## config.mk

```make
export PLATFORM = sky130hd
export DESIGN_NAME = thsq_seq
export DESIGN_NICKNAME = d
export VERILOG_FILES = /design/src/rtl/thsq_pkg.sv /design/src/rtl/thsq_delay.sv /design/src/rtl/thsq_fsm.sv /design/src/rtl/thsq_result.sv /design/src/rtl/thsq_seq.sv
export SDC_FILE = /design/constraint.sdc
export NUM_CORES = 1
export LEC_CHECK = 0
export BUFFER_PORTS_ARGS = -buffer_cell sky130_fd_sc_hd__buf_2
export CAP_MARGIN = 30
export CORE_MARGIN = 2
export CORE_UTILIZATION = 50
export DETAILED_ROUTE_END_ITERATION = 8
export PLACE_DENSITY = 0.8
export SLEW_MARGIN = 20
export SYNTH_ARGS = -nofsm -noshare
export SYNTH_HDL_FRONTEND = slang
export SYNTH_SLANG_ARGS = --single-unit
```

## constraint.sdc

```tcl
create_clock -name clk -period 4.95 [get_ports clk]
set_input_delay 0.99 -clock clk [delete_from_list [all_inputs] [get_ports clk]]
set_output_delay 0.99 -clock clk [all_outputs]
set_load 0.005 [all_outputs]
```

## src/rtl/thsq_pkg.sv

```systemverilog
package thsq_pkg;

  typedef enum logic [2:0] {
    S_OFF, S_PDHOLD, S_PWRUP, S_SETUP, S_IDLE, S_RUN, S_WAIT
  } seq_state_t;

  typedef enum logic [1:0] {
    ST_OK      = 2'd0,
    ST_NODATA  = 2'd1,
    ST_TIMEOUT = 2'd2
  } stat_t;

  // control word bit positions, decoded by the analog core
  localparam int CTL_RSTN = 0;
  localparam int CTL_PD   = 1;
  localparam int CTL_RUN  = 2;

  localparam int RAW_LSB = 16;
  localparam int RAW_W   = 12;

  // control pattern presented in each state
  function automatic logic [2:0] ctl_of(seq_state_t s);
    logic [2:0] c;
    c = '0;
    case (s)
      S_OFF, S_PDHOLD: c[CTL_PD] = 1'b1;
      S_PWRUP:         c = '0;
      S_RUN:           begin c[CTL_RSTN] = 1'b1; c[CTL_RUN] = 1'b1; end
      default:         c[CTL_RSTN] = 1'b1;
    endcase
    return c;
  endfunction

  function automatic logic [RAW_W-1:0] raw_of(logic [31:0] w);
    return w[RAW_LSB +: RAW_W];
  endfunction

  // cycles covering a duration in ns at a clock in MHz, at least one
  function automatic int cyc_of_ns(int mhz, int ns);
    longint t;
    t = (longint'(mhz) * longint'(ns) + 999) / 1000;
    if (t < 1) t = 1;
    return int'(t);
  endfunction

  function automatic int max_of(int a, int b);
    return (a > b) ? a : b;
  endfunction

endpackage

```

## src/rtl/thsq_delay.sv

```systemverilog
module thsq_delay #(
  parameter int CNT_W = 8
) (
  input  logic             clk,
  input  logic             rst,
  input  logic             load,
  input  logic [CNT_W-1:0] load_val,
  output logic             expired
);
  logic [CNT_W-1:0] cnt;

  always_ff @(posedge clk) begin
    if (rst)              cnt <= '0;
    else if (load)        cnt <= load_val;
    else if (cnt != '0)   cnt <= cnt - 1'b1;
  end

  assign expired = (cnt == '0);
endmodule

```

## src/rtl/thsq_fsm.sv

```systemverilog
module thsq_fsm
  import thsq_pkg::*;
#(
  parameter int PDH_CYC = 4,
  parameter int PU_CYC  = 16,
  parameter int SU_CYC  = 4,
  parameter int RUN_CYC = 4,
  parameter int TMO_CYC = 32,
  parameter int CNT_W   = 8
) (
  input  logic             clk,
  input  logic             rst,
  input  logic             en_req,
  input  logic             dis_req,
  input  logic             conv_req,
  input  logic             core_done,
  input  logic             expired,
  output logic             load,
  output logic [CNT_W-1:0] load_val,
  output seq_state_t       state,
  output logic             ev_start,
  output logic             ev_ok,
  output logic             ev_nodata,
  output logic             ev_tmo
);
  localparam logic [CNT_W-1:0] LD_PDH = CNT_W'(PDH_CYC - 1);
  localparam logic [CNT_W-1:0] LD_PU  = CNT_W'(PU_CYC - 1);
  localparam logic [CNT_W-1:0] LD_SU  = CNT_W'(SU_CYC - 1);
  localparam logic [CNT_W-1:0] LD_RUN = CNT_W'(RUN_CYC - 1);
  localparam logic [CNT_W-1:0] LD_TMO = CNT_W'(TMO_CYC - 1);

  seq_state_t nxt;

  always_comb begin
    nxt       = state;
    load      = 1'b0;
    load_val  = '0;
    ev_start  = 1'b0;
    ev_ok     = 1'b0;
    ev_nodata = 1'b0;
    ev_tmo    = 1'b0;
    if (state == S_OFF) begin
      if (conv_req) ev_nodata = 1'b1;
      if (en_req) begin
        nxt = S_PDHOLD; load = 1'b1; load_val = LD_PDH;
      end
    end else if (dis_req) begin
      nxt = S_OFF;
    end else begin
      case (state)
        S_PDHOLD: if (expired) begin nxt = S_PWRUP; load = 1'b1; load_val = LD_PU; end
        S_PWRUP:  if (expired) begin nxt = S_SETUP; load = 1'b1; load_val = LD_SU; end
        S_SETUP:  if (expired) nxt = S_IDLE;
        S_IDLE:   if (conv_req) begin
                    nxt = S_RUN; load = 1'b1; load_val = LD_RUN; ev_start = 1'b1;
                  end
        S_RUN:    if (expired) begin nxt = S_WAIT; load = 1'b1; load_val = LD_TMO; end
        S_WAIT:   if (core_done) begin
                    nxt = S_IDLE; ev_ok = 1'b1;
                  end else if (expired) begin
                    nxt = S_IDLE; ev_tmo = 1'b1;
                  end
        default:  nxt = S_OFF;
      endcase
    end
  end

  always_ff @(posedge clk) begin
    if (rst) state <= S_OFF;
    else     state <= nxt;
  end
endmodule

```

## src/rtl/thsq_result.sv

```systemverilog
module thsq_result
  import thsq_pkg::*;
(
  input  logic             clk,
  input  logic             rst,
  input  logic             ev_start,
  input  logic             ev_ok,
  input  logic             ev_nodata,
  input  logic             ev_tmo,
  input  logic [31:0]      sense_word,
  output logic [RAW_W-1:0] result,
  output logic             res_valid,
  output logic             stat_valid,
  output logic [1:0]       stat_code
);
  always_ff @(posedge clk) begin
    if (rst) begin
      result     <= '0;
      res_valid  <= 1'b0;
      stat_valid <= 1'b0;
      stat_code  <= ST_OK;
    end else begin
      stat_valid <= ev_ok | ev_nodata | ev_tmo;
      if (ev_ok)          stat_code <= ST_OK;
      else if (ev_nodata) stat_code <= ST_NODATA;
      else if (ev_tmo)    stat_code <= ST_TIMEOUT;
      if (ev_start) res_valid <= 1'b0;
      if (ev_ok) begin
        result    <= raw_of(sense_word);
        res_valid <= 1'b1;
      end
    end
  end
endmodule

```

## src/rtl/thsq_seq.sv

```systemverilog
module thsq_seq
  import thsq_pkg::*;
#(
  parameter int CLK_MHZ = 100,
  parameter int PDH_CYC = cyc_of_ns(CLK_MHZ, 1000),
  parameter int PU_CYC  = cyc_of_ns(CLK_MHZ, 60000),
  parameter int SU_CYC  = cyc_of_ns(CLK_MHZ, 1000),
  parameter int RUN_CYC = cyc_of_ns(CLK_MHZ, 1000),
  parameter int TMO_CYC = cyc_of_ns(CLK_MHZ, 10000000)
) (
  input  logic        clk,
  input  logic        rst,
  input  logic        en_req,
  input  logic        dis_req,
  input  logic        conv_req,
  input  logic        core_done,
  input  logic [31:0] sense_word,
  output logic [2:0]  ctl_word,
  output logic        enabled,
  output logic        busy,
  output logic [11:0] result,
  output logic        res_valid,
  output logic        stat_valid,
  output logic [1:0]  stat_code
);
  localparam int MAX_CYC = max_of(max_of(max_of(PDH_CYC, PU_CYC), max_of(SU_CYC, RUN_CYC)), TMO_CYC);
  localparam int CNT_W   = $clog2(MAX_CYC) + 1;

  seq_state_t       state;
  logic             tmr_load;
  logic [CNT_W-1:0] tmr_val;
  logic             tmr_expired;
  logic             ev_start, ev_ok, ev_nodata, ev_tmo;

  thsq_delay #(.CNT_W(CNT_W)) i_delay (
    .clk(clk), .rst(rst), .load(tmr_load), .load_val(tmr_val), .expired(tmr_expired)
  );

  thsq_fsm #(
    .PDH_CYC(PDH_CYC), .PU_CYC(PU_CYC), .SU_CYC(SU_CYC),
    .RUN_CYC(RUN_CYC), .TMO_CYC(TMO_CYC), .CNT_W(CNT_W)
  ) i_fsm (
    .clk(clk), .rst(rst), .en_req(en_req), .dis_req(dis_req), .conv_req(conv_req),
    .core_done(core_done), .expired(tmr_expired), .load(tmr_load), .load_val(tmr_val),
    .state(state), .ev_start(ev_start), .ev_ok(ev_ok), .ev_nodata(ev_nodata), .ev_tmo(ev_tmo)
  );

  thsq_result i_result (
    .clk(clk), .rst(rst), .ev_start(ev_start), .ev_ok(ev_ok), .ev_nodata(ev_nodata),
    .ev_tmo(ev_tmo), .sense_word(sense_word), .result(result), .res_valid(res_valid),
    .stat_valid(stat_valid), .stat_code(stat_code)
  );

  assign ctl_word = ctl_of(state);
  assign enabled  = (state != S_OFF);
  assign busy     = (state != S_OFF) && (state != S_IDLE);
endmodule

```

* After elaboration in Yosys (flattened, before gate mapping)
Cells that the tools add are included.
Storage, ports and cells: flip-flop bits (word level) 40, input bits 38, output and inout port bits 21, logic and storage cells 81
Operators by class: add/subtract/negate cells 1, equal/unequal tests 12, muxes and demuxes 45, bitwise operators 2, reduce and logical (&&, ||, !) cells 14
Operators with widths (count):
- 21-bit 2-to-1 mux | 4
- 21-bit case mux with 4 select lines | 1
- 3-bit 2-to-1 mux | 9
- 1-bit 2-to-1 mux | 24
- 21-bit zero test | 1
- 7-bit 2-to-1 mux | 3
- 21-bit nonzero test | 1
- 21-bit by 1-bit subtractor with 21-bit output (second input constant) | 1
- 20-bit 2-to-1 mux | 1
- 3-bit case mux with 6 select lines | 1
- 4-bit by 3-bit inequality test with 1-bit output (second input constant) | 4
- 13-bit 2-to-1 mux | 1
- 3-bit == test (second input constant) | 3
- 3-bit OR reduction | 3
- 3-bit by 2-bit == test with 1-bit output (second input constant) | 2
- 2-bit nonzero test | 3
- 5-bit AND reduction | 1
- 2-bit OR reduction | 2
- 3-bit by 1-bit == test with 1-bit output (second input constant) | 1
- 3-bit zero test | 1
- 3-bit inequality test (second input constant) | 1
- 3-bit nonzero test | 1
- 2-bit inequality test (second input constant) | 1
- 1-bit OR | 2
- 2 further kinds | 2

* Depth between registers and ports, before layout
depth after elaboration 8, mapped depth 9, depth with buffers taken out 7

* By module
From an unflattened synthesis, not the netlist that was laid out.
Second synthesis, totals: cells, all modules 276, area total of the unflattened synthesis 2289.7 um^2
By module, submodules not included:
- thsq_delay | instances 1, cells an instance 140, area an instance 1157.4 um^2, seq. area each 420.4 um^2
- thsq_result | instances 1, cells an instance 54, area an instance 593.1 um^2, seq. area each 320.3 um^2
- thsq_fsm | instances 1, cells an instance 77, area an instance 504.2 um^2, seq. area each 60.1 um^2
- thsq_seq | instances 1, cells an instance 5, area an instance 35.0 um^2, seq. area each 0.0 um^2

* Worst setup path before layout
OpenSTA, ideal clock, no wires.
path kind input to register, start point in conv_req, end point reg i_delay.cnt[6], setup time 0.057 ns, data arrival time 2.192 ns, required time 4.893 ns, slack 2.702 ns, stages 6, path buffers 1, path through a21oi_1 > or3_1 > and4_4 > or2_2 > buf_6 > o21ba_4
On the way: longest elaborated chain between the ends 5, elaborated cells on any way between the ends 10, those cells by class mux (9); reduce/logical (1)
RTL lines:
- from (decl) | line thsq_seq.sv:15 | input logic conv_req,
- 7-bit 2-to-1 mux / 1-bit 2-to-1 mux (equally long branches) | line thsq_fsm.sv:54 | S_IDLE: if (conv_req) begin
- 21-bit case mux with 4 select lines / 1-bit case mux with 2 select lines (equally long branches) | line thsq_fsm.sv:50 | case (state)
- 21-bit 2-to-1 mux / 1-bit 2-to-1 mux (equally long branches) | line thsq_fsm.sv:47 | end else if (dis_req) begin
- 21-bit 2-to-1 mux / 1-bit 2-to-1 mux (equally long branches) | line thsq_fsm.sv:42 | if (state == S_OFF) begin
- 21-bit 2-to-1 mux / 2-bit nonzero test (equally long branches)
- to (signal assigned) | line thsq_delay.sv:14 | else if (load) cnt <= load_val;
- to (signal assigned) | line thsq_delay.sv:15 | else if (cnt != '0) cnt <= cnt - 1'b1;
- to (decl) | line thsq_delay.sv:10 | logic [CNT_W-1:0] cnt;
Parallel ways exist; a longest one is shown, timed or not. A chain may end at the register's enable or synchronous reset.

* Worst setup path in the final report
start point reg i_delay.cnt[0], end point reg i_delay.cnt[6]
On the way: longest elaborated chain between the ends 6, elaborated cells on any way between the ends 15, those cells by class add/sub (1); mux (11); reduce/logical (3)
RTL lines:
- branches (longest 6 deep; another with 21-bit by 1-bit subtractor with 21-bit output)
Parallel ways; which one is timed is not known. The select of a mux whose other input is x is not followed.

==> impl_metrics.tcl <==
set metrics [dict create \
    grt_use_total_pct 24.2 \
    final_area_um2 2370 \
    path_clk_slew_ps 90 \
    num-nets-final 330 \
    tritoncts.num_buffers 5 \
    endpoint_of_the_lowest_slack_register_to_register_path "i_delay.cnt[6]" \
    gr-total-overflow 0 \
    crit_slowest_cell "and4_1" \
    final_critical_path_setup_slack_ps 2580 \
    yosys.cell_types.count 54 \
    postSynthNetCount 294 \
    crit_family "simple AND/OR/NAND/NOR gates" \
    worst_clock_skew_ps 10.0 \
    timing.fmax_ghz 0.422 \
    report.final.setup_viol 0 \
    placement_rows 23 \
    clock_path_buffers 2 \
    cts-hold-fix-buffers 0 \
    area_growth_syn_to_layout_pct 14.2 \
    post_synth_main_area_contributors "dfxtp_1 (39%), nand2_1 (7.6%), a21oi_1 (7.2%)" \
    cts_sinks 40 \
    worst_slew_slack_as_a_fraction_of_its_limit_pct 68.4 \
    power.net_switching_w 0.000586 \
    cellPowerDensity_nw_per_um2 565 \
    synth-main-ff-cell "dfxtp_1" \
    detailed_place_hpwl_um 3520 \
    drt-vias-per-instance 5.75 \
    die-width_um 68.4 \
    ys_async_sr_fraction_pct 0 \
    route.vias.total 1965 \
    worstPathCellList "inv_1, ha_1, nor3b_2, and4_1, and4_4, or2_2, o21ba_4" \
    synth_enable_flop_cells 0 \
    timing_hold_violations_final 0 \
    startpoint_class "flop" \
    power.switching_fraction_pct 43.8 \
    instances_no_fill 342 \
    hold_crit_class "reg2reg" \
    p_seq_share_pct 35.1 \
    chipHeight_um 68.4 \
    yosys_warnings 0 \
    place.gp.congestion 0.879 \
    reg2reg_slack_ps 2580 \
    synth.top_cell.area_share_pct 38.6 \
    number_of_standard_cells_after_synthesis 255 \
    vias_in_the_first_global_route 1838 \
    power.share.combinational_pct 48.2 \
    synthTopCellsByCount "nand2_1 (42), dfxtp_1 (40), a21oi_1 (30), nor2_1 (17), xnor2_1 (8)" \
    setup_repair_after_global_routing_missed_its_margin "no" \
    ctsRootBufferMaster "clkbuf_8" \
    p_clk_share_pct 16.7 \
    place_ws_ps 2480 \
    core_ar_um2 4000 \
    worstPathRequired_ps 5160 \
    drv_slew 0 \
    worst_slew_pin_slew_ps 474 \
    tritoncts_clock_tree "built" \
    critical_path.endpoint "i_delay.cnt[6]" \
    routed_wire_length_per_instance_um 14.7 \
    drt_drc_violations_left 0 \
    detail_route.iter0.violations 119 \
    h_tree_depth_reported_by_cts 2 \
    drtAntennaViolNets 0 \
    grt_first_pass_wirelength_um 8450 \
    p_int_w 0.000752 \
    worst_setup_path_start "i_delay.cnt[0]" \
    floorplan.initialDensity_pct 51.8 \
    die_area_um2 4680 \
    number_of_antenna_violations_at_the_first_check_in_global_routing 0 \
    cp.buffers_inverters 1 \
    final.min_clock_period_ps 2370 \
    first_pass_iters 4 \
    io_buffer_count 38 \
    dpl_cell_area_um2 2280 \
    largest_area_contributor_in_the_netlist "dfxtp_1" \
    critical_path_cell_count 7 \
    number_of_synthesized_register_bits 40 \
    rr_worst_depth 7 \
    clk-insertion-delay-late_ps 300 \
    routed_wl_um 5020 \
    diodes 0 \
    syn_area_per_cell_um2 8.13 \
    yosys.cell_count.top_type "nand2_1" \
    r2r_start "i_delay.cnt[0]" \
    final_tns_setup_ps 0 \
    critical-path-max-stage-delay_ps 530 \
    dpl.cell_count 334 \
    run_status "completed" \
    worst_path_max_fanout 10 \
    fraction_of_final_layout_cells_with_drive_strength_greater_than_1_pct 21.9 \
    io_pins 59 \
    timing.max_cap.violations 0 \
    endpoint_kind "flop" \
    grt_max_degree 25 \
    fin_crit_sh_pct 47.9 \
    seq_area_frac_synth_pct 38.6 \
    post_cts.resized_instances 0 \
    fill_cells 362 \
    post_synth_instance_area_um2 2070 \
    timing.setup.critical_path_class "reg2reg" \
    leakage_dissipation_nw 0.944 \
    vdd_drop_max_mv 0.251 \
    post_cts.repair.setup_buffers 0 \
    worstPathArrival_ps 2580 \
]
## how the worst min path moves through the flow
stage	from	depth (start not counted)	to	slack [ps]
after detailed placement	i_result.result[9]	2	i_result.result[9]	440
after floorplan	i_delay.cnt[20]	2	i_delay.cnt[20]	420
final	i_result.result[9]	2	i_result.result[9]	450
after CTS	i_result.result[9]	2	i_result.result[9]	450
after global routing	i_result.result[9]	2	i_result.result[9]	470
after global placement	i_result.result[3]	2	i_result.result[3]	440
## area by class of cell
cell class | instances | area (um^2) | share of cell area (%)
clock inverter | 3 | 23.8 | 1.00
tap | 50 | 62.6 | 2.64
timing repair buffer | 39 | 198 | 8.35
multi-input combinational | 198 | 1190 | 50.2
inverter | 7 | 26.3 | 1.11
clock buffer | 5 | 68.8 | 2.91
sequential | 40 | 801 | 33.8
## power groups by stage
stage / logic (W) / registers [W] / clock network, W
after floorplan: 0.000527 / 0.000452 / 0
after global placement: 0.000621 / 0.000468 / 0
after detailed placement: 0.000632 / 0.000473 / 0
after CTS: 0.000640 / 0.000466 / 0.000228
after global routing: 0.000707 / 0.000479 / 0.000246
final: 0.000645 / 0.000469 / 0.000223
## flip-flops by register name, summed over array words and instances (netlist names)
| register | count |
|---|---|
| i_result.result | 12 |
| i_result.res_valid | 1 |
| i_fsm.state | 3 |
| i_result.stat_code | 2 |
| i_delay.cnt | 21 |
| i_result.stat_valid | 1 |
## cells in the final DEF, fill, tap and decap left out, drive strengths merged, types with 6 or more instances in the layout
master,Yosys,routed
or3,6,6
a21oi,30,30
nor2,19,19
nor3,8,8
dfxtp,40,40
a31oi,6,6
o21ai,8,8
buf,6,39
nand3,6,6
nand2,43,43
nand2b,6,6
xnor2,8,8
or4,6,6
inv,7,7
nor4,7,7
## per-layer routing
layer	global-route usage (%)	vias to the layer above	wire length (um)
met4	8.75	0	65
met2	38.7	55	2370
met1	31.0	922	2310
li1	-	982	-
met3	6.41	6	271
met5	0	-	0
## worst reg2reg max path, cell delays in order (launching register included)
cell	delay, ps
dfxtp_1	340
inv_1	90
ha_1	210
nor3b_2	340
and4_1	530
and4_4	350
or2_2	230
o21ba_4	180
## stage by stage
stage	total power (W)	hold WS (ps)	utilization, %
4_1_cts	0.00133	454	59.2
3_5_place_dp	0.00110	443	56.9
3_3_place_gp	0.00109	439	56.9
5_1_grt	0.00143	470	59.2
2_1_floorplan	0.000979	418	-
6_report	0.00134	452	59.2
## cells by family (layout without fill, tap and decap cells)
| family | Yosys count | count (layout) | share of synthesized area (%) |
|---|---|---|---|
| AO/OA/AOI/OAI | 65 | 65 | 20.1 |
| XOR/XNOR | 12 | 12 | 5.07 |
| adder cells (fa/ha/maj) | 1 | 1 | 0.603 |
| buffers and inverters | 17 | 54 | 4.04 |
| flip-flops | 40 | 40 | 38.6 |
| AND/OR/NAND/NOR | 120 | 120 | 31.6 |
Note: power is estimated with default switching activity, not from simulation.
